==> src/rtl/rxq_pkg.sv <==
package rxq_pkg;
   // bit time count of one frame: start + data + parity + stop
   function automatic logic [3:0] frame_bits(input logic [3:0] lc);
      return 4'd7 + 4'(lc[1:0]) + 4'(lc[2]) + 4'(lc[3]);
   endfunction

   function automatic int trig_level(input logic [1:0] code);
      case (code)
         2'b00:   return 1;
         2'b01:   return 4;
         2'b10:   return 8;
         default: return 14;
      endcase
   endfunction
endpackage

==> src/rtl/rxq_store.sv <==
module rxq_store #(
   parameter int DEPTH = 16,
   parameter int W     = 8
) (
   input  logic                       clk,
   input  logic                       rst_n,
   input  logic                       clr,
   input  logic                       push,
   input  logic                       pop,
   input  logic [W-1:0]               wdata,
   output logic [W-1:0]               rdata,
   output logic [$clog2(DEPTH+1)-1:0] level
);
   localparam int PTR_W = (DEPTH > 1) ? $clog2(DEPTH) : 1;
   localparam int LVL_W = $clog2(DEPTH+1);
   localparam bit POW2  = (DEPTH & (DEPTH - 1)) == 0;

   logic [W-1:0]     mem [DEPTH];
   logic [PTR_W-1:0] wr_ptr, rd_ptr, wr_nxt, rd_nxt;

   generate
      if (POW2) begin : g_wrap_free
         assign wr_nxt = wr_ptr + PTR_W'(1);
         assign rd_nxt = rd_ptr + PTR_W'(1);
      end else begin : g_wrap_cmp
         assign wr_nxt = (wr_ptr == PTR_W'(DEPTH - 1)) ? '0 : wr_ptr + PTR_W'(1);
         assign rd_nxt = (rd_ptr == PTR_W'(DEPTH - 1)) ? '0 : rd_ptr + PTR_W'(1);
      end
   endgenerate

   always_ff @(posedge clk) begin
      if (push) mem[wr_ptr] <= wdata;
   end

   always_ff @(posedge clk or negedge rst_n) begin
      if (!rst_n) begin
         wr_ptr <= '0;
         rd_ptr <= '0;
         level  <= '0;
      end else if (clr) begin
         wr_ptr <= '0;
         rd_ptr <= '0;
         level  <= '0;
      end else begin
         if (push) wr_ptr <= wr_nxt;
         if (pop)  rd_ptr <= rd_nxt;
         case ({push, pop})
            2'b10:   level <= level + LVL_W'(1);
            2'b01:   level <= level - LVL_W'(1);
            default: level <= level;
         endcase
      end
   end

   assign rdata = mem[rd_ptr];
endmodule

==> src/rtl/rxq_frame_timer.sv <==
module rxq_frame_timer
   import rxq_pkg::*;
#(
   parameter int FRAMES = 4
) (
   input  logic       clk,
   input  logic       rst_n,
   input  logic [3:0] line_ctl,
   input  logic       restart,
   input  logic       cancel,
   input  logic       tick,
   output logic       expire
);
   localparam int CNT_W = $clog2(FRAMES * 12 + 1);

   logic [CNT_W-1:0] cnt;
   logic             run;
   logic [3:0]       lc_q;
   logic             lc_chg, reload;
   logic [CNT_W-1:0] load;

   assign load   = CNT_W'(FRAMES * int'(frame_bits(line_ctl)));
   assign lc_chg = line_ctl != lc_q;
   assign reload = restart || (run && lc_chg);
   assign expire = run && tick && (cnt == CNT_W'(1)) && !cancel && !reload;

   always_ff @(posedge clk or negedge rst_n) begin
      if (!rst_n) begin
         cnt  <= '0;
         run  <= 1'b0;
         lc_q <= '0;
      end else begin
         lc_q <= line_ctl;
         if (cancel) begin
            run <= 1'b0;
         end else if (reload) begin
            cnt <= load;
            run <= 1'b1;
         end else if (run && tick) begin
            if (cnt == CNT_W'(1)) run <= 1'b0;
            else                  cnt <= cnt - CNT_W'(1);
         end
      end
   end
endmodule

==> src/rtl/uart_rx_queue.sv <==
module uart_rx_queue
   import rxq_pkg::*;
#(
   parameter int DEPTH      = 16,
   parameter int TMO_FRAMES = 4
) (
   input  logic                       clk,
   input  logic                       rst_n,
   input  logic                       fifo_en,
   input  logic                       fifo_clr,
   input  logic [1:0]                 trig_sel,
   input  logic [3:0]                 line_ctl,
   input  logic                       baud_tick,
   input  logic                       rx_valid,
   input  logic [7:0]                 rx_data,
   input  logic                       rx_break,
   input  logic                       rd_stb,
   input  logic                       lsr_rd_stb,
   output logic [7:0]                 rd_data,
   output logic [$clog2(DEPTH+1)-1:0] fill,
   output logic                       data_ready,
   output logic                       overrun,
   output logic                       brk,
   output logic                       data_avail,
   output logic                       timeout_ind
);
   localparam int LVL_W = $clog2(DEPTH+1);

   generate
      if (DEPTH < 14) begin : g_bad_depth
         $error("DEPTH must hold the largest trigger level");
      end
      if (TMO_FRAMES < 1) begin : g_bad_frames
         $error("TMO_FRAMES must be at least 1");
      end
   endgenerate

   logic       en_q, clr, in_pkt, full, push_ok, ovf, pop, leaves_empty;
   logic       restart, cancel, expire;
   logic [7:0] in_byte, hold, q_rdata;

   assign clr          = fifo_clr || (fifo_en != en_q);
   assign in_pkt       = rx_valid || rx_break;
   assign in_byte      = rx_break ? 8'h00 : rx_data;
   assign full         = fill == LVL_W'(DEPTH);
   assign push_ok      = fifo_en && in_pkt && !full && !clr;
   assign ovf          = !clr && in_pkt && (fifo_en ? full : data_ready);
   assign pop          = fifo_en && rd_stb && (fill != '0) && !clr;
   assign leaves_empty = rd_stb && (!fifo_en || fill <= LVL_W'(1));
   assign restart      = fifo_en && !clr && (in_pkt || (rd_stb && fill > LVL_W'(1)));
   assign cancel       = clr || !fifo_en;

   rxq_store #(.DEPTH(DEPTH), .W(8)) u_store (
      .clk   (clk),
      .rst_n (rst_n),
      .clr   (clr),
      .push  (push_ok),
      .pop   (pop),
      .wdata (in_byte),
      .rdata (q_rdata),
      .level (fill)
   );

   rxq_frame_timer #(.FRAMES(TMO_FRAMES)) u_timer (
      .clk      (clk),
      .rst_n    (rst_n),
      .line_ctl (line_ctl),
      .restart  (restart),
      .cancel   (cancel),
      .tick     (baud_tick),
      .expire   (expire)
   );

   always_ff @(posedge clk or negedge rst_n) begin
      if (!rst_n) begin
         en_q        <= 1'b0;
         hold        <= '0;
         data_ready  <= 1'b0;
         overrun     <= 1'b0;
         brk         <= 1'b0;
         timeout_ind <= 1'b0;
      end else begin
         en_q <= fifo_en;
         if (!fifo_en && in_pkt && !clr) hold <= in_byte;

         if (clr)               data_ready <= 1'b0;
         else if (in_pkt)       data_ready <= 1'b1;
         else if (leaves_empty) data_ready <= 1'b0;

         if (clr)                       brk <= 1'b0;
         else if (rx_break)             brk <= 1'b1;
         else if (lsr_rd_stb)           brk <= 1'b0;
         else if (leaves_empty)         brk <= 1'b0;

         if (ovf)             overrun <= 1'b1;
         else if (lsr_rd_stb) overrun <= 1'b0;

         if (clr || rd_stb)                  timeout_ind <= 1'b0;
         else if (expire && fill != '0)      timeout_ind <= 1'b1;
      end
   end

   assign rd_data    = fifo_en ? ((fill == '0) ? 8'h00 : q_rdata) : hold;
   assign data_avail = fifo_en ? (data_ready && int'(fill) >= trig_level(trig_sel))
                               : data_ready;
endmodule

==> config.mk <==
export PLATFORM = sky130hd
export DESIGN_NAME = uart_rx_queue
export DESIGN_NICKNAME = d
export VERILOG_FILES = /design/src/rtl/rxq_pkg.sv /design/src/rtl/rxq_store.sv /design/src/rtl/rxq_frame_timer.sv /design/src/rtl/uart_rx_queue.sv
export SDC_FILE = /design/constraint.sdc
export NUM_CORES = 1
export LEC_CHECK = 0
export ABC_AREA = 1
export ABC_CLOCK_PERIOD_IN_PS = 2310
export BUFFER_PORTS_ARGS = -buffer_cell sky130_fd_sc_hd__buf_2
export CORE_MARGIN = 1
export CORE_UTILIZATION = 61
export DETAILED_ROUTE_END_ITERATION = 8
export PLACE_DENSITY = 0.8
export SYNTH_ARGS = -nofsm -noshare
export SYNTH_HDL_FRONTEND = slang
export SYNTH_SLANG_ARGS = --single-unit
==> constraint.sdc <==
create_clock -name clk -period 2.31 [get_ports clk]
set_input_delay 0.462 -clock clk [delete_from_list [all_inputs] [get_ports clk]]
set_output_delay 0.462 -clock clk [all_outputs]
set_load 0.05 [all_outputs]
# == After elaboration in Yosys (flattened, before gate mapping) ==
# Memories as Yosys holds them, arrays and structs flattened.
# Cells that the tools add are included.
# classes
n_lt_le_gt_ge,3
addsub,8
bitwise,1
n_reduce_logical,48
eq_ne,9
muxes,31
# op_table
operator,n
6-bit by 32-bit >= comparator with 1-bit output,1
8-bit two-way mux,3
1-bit logical AND,21
1-bit two-way mux,18
6-bit two-way mux,3
4-bit two-way mux,4
4-bit one-hot mux with 3 select lines,1
3-bit nonzero test,4
5-bit one-hot mux with 2 select lines,1
2-bit nonzero test,5
4-bit by 1-bit adder with 4-bit output,2
"4-bit by 1-bit adder with 4-bit output, second input constant",2
1-bit logical OR,7
"6-bit by 1-bit equality test with 1-bit output, second input constant",1
"6-bit by 1-bit subtractor with 6-bit output, second input constant",1
"5-bit by 1-bit adder with 5-bit output, second input constant",1
"5-bit equality test, second input constant",1
"5-bit by 1-bit > comparator with 1-bit output, second input constant",1
"5-bit by 1-bit <= comparator with 1-bit output, second input constant",1
1-bit zero test,5
5-bit zero test,1
5-bit two-way mux,1
5-bit nonzero test,1
"5-bit by 1-bit subtractor with 5-bit output, second input constant",1
11 further kinds,13
# totals
n_memories,1
in_bits,23
register_bits,37
out_inout_bits,18
mem_bits_rw,128
elab_cells,113
# memory_table
memory,depth,word_bits,rd,rd_clocked_by_memory_dff,wr,line_no,rtl
u_store.mem,16,8,1,0,1,rxq_store.sv:18,logic [W-1:0] mem [DEPTH];

# == Logic depth before layout (Yosys ltp) ==
# logic_depth
word_depth,11
ltp_mapped,13
depth_no_buf,13

# == Modules after synthesis ==
# A second synthesis with hierarchy kept.
# hier_totals
hier_cells,734
area_unflattened_um2,7646.1
# by_module_without_submodules
module,cells_each,seq_area_each_um2,area_each_um2,instances
rxq_store,493,4169.0,5935.7,1
uart_rx_queue,135,325.3,934.6,1
rxq_frame_timer,106,275.3,775.7,1

# == Least setup slack after synthesis ==
# OpenSTA, ideal clock, no wires.
# synth_timing
path_type,register -> output
startpoint,register u_store.level[0]
endpoint,output data_avail
required_ns,1.848
path_stages_with_launch,7
t_arrival_ns,2.157
slack_ns,-0.309
path_cell_list,dfrtp_1 inv_2 ha_1 o21a_1 o21a_1 o21ai_0 a21oi_1
# synth_between
elab_chain_cells,3
# synth_lines
element,line_no,rtl
start: declaration,rxq_store.sv:12,output logic [$clog2(DEPTH+1)-1:0] level
start signal: assignment,rxq_store.sv:48,2'b10: level <= level + LVL_W'(1);
start signal: assignment,rxq_store.sv:49,2'b01: level <= level - LVL_W'(1);
start signal: assignment,rxq_store.sv:50,default: level <= level;
6-bit by 32-bit >= comparator with 1-bit output,uart_rx_queue.sv:104,assign data_avail = fifo_en ? (data_ready && int'(fill) >= trig_level(trig_sel))
1-bit logical AND,uart_rx_queue.sv:104,
1-bit two-way mux,uart_rx_queue.sv:104,
end: declaration,uart_rx_queue.sv:24,"output logic data_avail,"
# No other way between the ends.

# == Final worst setup path ==
# layout_timing
startpoint,register u_store.rd_ptr[0]
endpoint,output rd_data[1]
# layout_between
elab_chain_cells,3
# layout_lines
element,line_no,rtl
start: declaration,rxq_store.sv:19,"logic [PTR_W-1:0] wr_ptr, rd_ptr, wr_nxt, rd_nxt;"
start signal: assignment,rxq_store.sv:46,if (pop) rd_ptr <= rd_nxt;
memory 16 x 8 bit,n/a,
8-bit two-way mux (2 in a row),uart_rx_queue.sv:103,assign rd_data = fifo_en ? ((fill == '0) ? 8'h00 : q_rdata) : hold;
end: declaration,uart_rx_queue.sv:19,"output logic [7:0] rd_data,"
# No other way between the ends.

==> reports/metrics.cfg <==
[power_and_ir_drop]
power_switching_mw = 1.820
switching_share_pct = 25.06
powerDensity_mw_per_mm2 = 791.1
power_frac_comb_pct = 13.1
irDropWorstVdd_v = 0.0004507
power.internal_mw = 5.443
seqPwrFrac_pct = 46.4
p_clk_share_pct = 40.5
leakage_nw = 3.803

[sta]
final_hold_viol_count = 0
tightest_slew_ns = 0.8749
period_minus_slack_ns = 2.628
slew_viol_final = 0
timing.fmax_ghz = 0.3805
setup_slack_ns = -0.3181
clock_skew_ns = 0.01059
hold_slack_ns = 0.1440
setup_violations = 8
min_period_over_period_pct = 113.8
max_slew_margin_pct = 41.68
rsz0062_at_grt = yes

[placed_design]
dpl.hpwl_mm = 11.34
postPlaceCellArea_mm2 = 0.008249
io_buffers = 40
gp_congestion = 0.8695

[run_status]
violations = setup timing
status = finished with violations

[routing]
dr.pass1.iters = 5
drtIter0Drc = 594
routed_via_density = 5.687
routed_wirelength_mm = 18.33
drc_errors = 0
wire_per_inst_um = 18.28
antenna_left = 0
vias = 5704

[synth]
synthFlopType = edfxtp_1
synth_commonest_cells = nand2_1, edfxtp_1, nor2_1, o21ai_0, inv_1
syn_area_mm2 = 0.007690
ys_async_sr_fraction_pct = 22.42
synth_top_area_cell = edfxtp_1
synth_seq_cells = 165
synth_top_cell_area_share_pct = 49.98
ys_warn_count = 0
mappedNetlistNets = 787
yosysSeqAreaShare_pct = 62.02
ys_types = 35
synthCells = 745
synth-edff-count = 128
yosys-top-cells-area = edfxtp_1, dfrtp_1, nand2_1
synth_most_common_cell = nand2_1
syn_area_per_cell_um2 = 10.32

[finish]
layout.nets = 864
fillerInstances = 787
postLayoutCellArea_mm2 = 0.009181
num_antenna_cells = 0
multiInputGateArea_mm2 = 0.002550
seqCellArea_mm2 = 0.004773
synthToLayoutAreaGrowth_pct = 19.39
layout-drive-gt1-share_pct = 19.64

[worst_setup_path]
worstSetupPathType = flip-flop to output port
critPathCaptureType = output port
worstPathCellList = buf_12 > nor2_1 > nor2_1 > o21ai_0 > nand3_1 > nand3_1 > nand2_1 > nand2_1 > o21ai_2 > buf_6
critPathMaxFanout = 21
critPathLaunchType = flip-flop
arrival_ns = 2.17
required_ns = 1.85
slowest_stage = dfrtp_2
critPathBufInv = 2
rrSetupSlack_ns = 0.30
slowest_delay_ns = 0.49
critPathTopFamily = simple AND/OR/NAND/NOR gates

[die]
num_rows = 40
fp.dieH_um = 114.3
pin_count = 41
initial_core_util_pct = 63.23
design.core.area_mm2 = 0.01216
die_w_um = 114.3
dieArea_mm2 = 0.01306

[cts]
insertion_delay_ns = 0.43
clock_sinks = 165
cts_max_path_buffers = 2
cts_made_buffers = 17
htree_num_levels = 4
cts_tree = done
cts_root_buffer = clkbuf_16
path_clk_slew_ns = 0.06
cts_hold_buf = 0

[grt]
globalRouteOverflowTotal = 0
track_usage_pct = 29.48
grt_pass1_vias = 5676
grt_max_degree = 38
antenna_found_initial = 0
grt_pass1_wl_mm = 28.33

[flow_run]
drv_cap = 0

[min_path]
min_path_type = input port to asynchronous set/reset pin

[path summary, 6_finish.rpt]
| check | from | to | cells past startpoint |
|---|---|---|---|
| max in group asynchronous | rst_n | u_store.level[1]$_DFFE_PN0P_ | 1 |
| min reg2reg | hold[7]$_DFFE_PN0P_ | hold[7]$_DFFE_PN0P_ | 2 |
| min in group clk | line_ctl[3] | u_timer.lc_q[3]$_DFF_PN0_ | 1 |
| min | rst_n | u_timer.lc_q[1]$_DFF_PN0_ | 1 |
| max | u_store.rd_ptr[0]$_DFFE_PN0P_ | rd_data[1] | 10 |
| max reg2reg | u_store.level[1]$_DFFE_PN0P_ | u_store.mem[12][0]$_DFFE_PP_ | 10 |
[layer usage]
layer  GRT usage [%]  part of all wire [%]  wire length, µm
met1           36.06                    38             6951
met2           49.21                    50             9099
met3           6.564                   8.8             1605
met4           15.58                   3.7              674
met5               0                     0                0
[final cells by class]
class	count	area share, %
inverter	68	2.944
multi-input combinational	483	27.77
clock inverter	13	1.990
tap	168	2.289
sequential	165	51.99
clock buffer	19	4.715
timing repair buffer	87	8.299
[registers in the layout, indices dropped and copies added (netlist names)]
signal          flops
u_store.mem       128
overrun             1
timeout_ind         1
u_timer.run         1
u_timer.lc_q        4
data_ready          1
en_q                1
u_timer.cnt         6
brk                 1
u_store.rd_ptr      4
hold                8
u_store.wr_ptr      4
u_store.level       5
[per-stage QoR]
stage | util (%) | power, mW | setup WS [ns] | std cells | setup TNS (ns)
after floorplan | - | 4.038 | 0.1314 | 745 | 0
after global placement | 67.83 | 4.238 | 0.1498 | 961 | 0
after detailed placement | 67.83 | 4.278 | 0.06709 | 961 | 0
after CTS | 74.37 | 7.214 | -0.2443 | 999 | -1.746
after global routing | 75.49 | 7.479 | -0.4432 | 1003 | -2.951
final | 75.49 | 7.263 | -0.3181 | 1003 | -2.236
[power groups by stage]
stage	Sequential, mW	Clock (mW)	Combinational (mW)
4_1_cts	3.37	2.93	0.914
6_report	3.37	2.94	0.951
2_1_floorplan	3.44	0	0.600
3_3_place_gp	3.42	0	0.815
5_1_grt	3.38	3.06	1.05
3_5_place_dp	3.43	0	0.852
[repair_timing]
action	in CTS	in global routing
buffers inserted	3	3
gates resized for setup	30	30
pin swaps	7	10
setup endpoints to repair	9	9
cloned	3	1
[placed cells by master, fill, tap and decap left out, types with 9 or more instances in the layout]
cell type	count
edfxtp_1	128
nand2_1	127
nor2_1	124
o21ai_0	64
inv_1	56
nand3_1	44
buf_4	36
dfrtp_1	34
buf_2	31
o211ai_1	21
clkbuf_16	18
o21ai_1	17
ha_1	16
a21oi_1	12
xor2_1	10
buf_6	9
[kinds of logic after synthesis]
logic type | share of synthesized area, %
AOI/OAI and AO/OA | 8.981
xor gates and xnor gates | 1.594
adders and majority gates | 3.189
buffers and inverters | 5.646
DFF | 62.02
and+or+nand+nor | 18.56
Power figures use the tool's default switching activity.
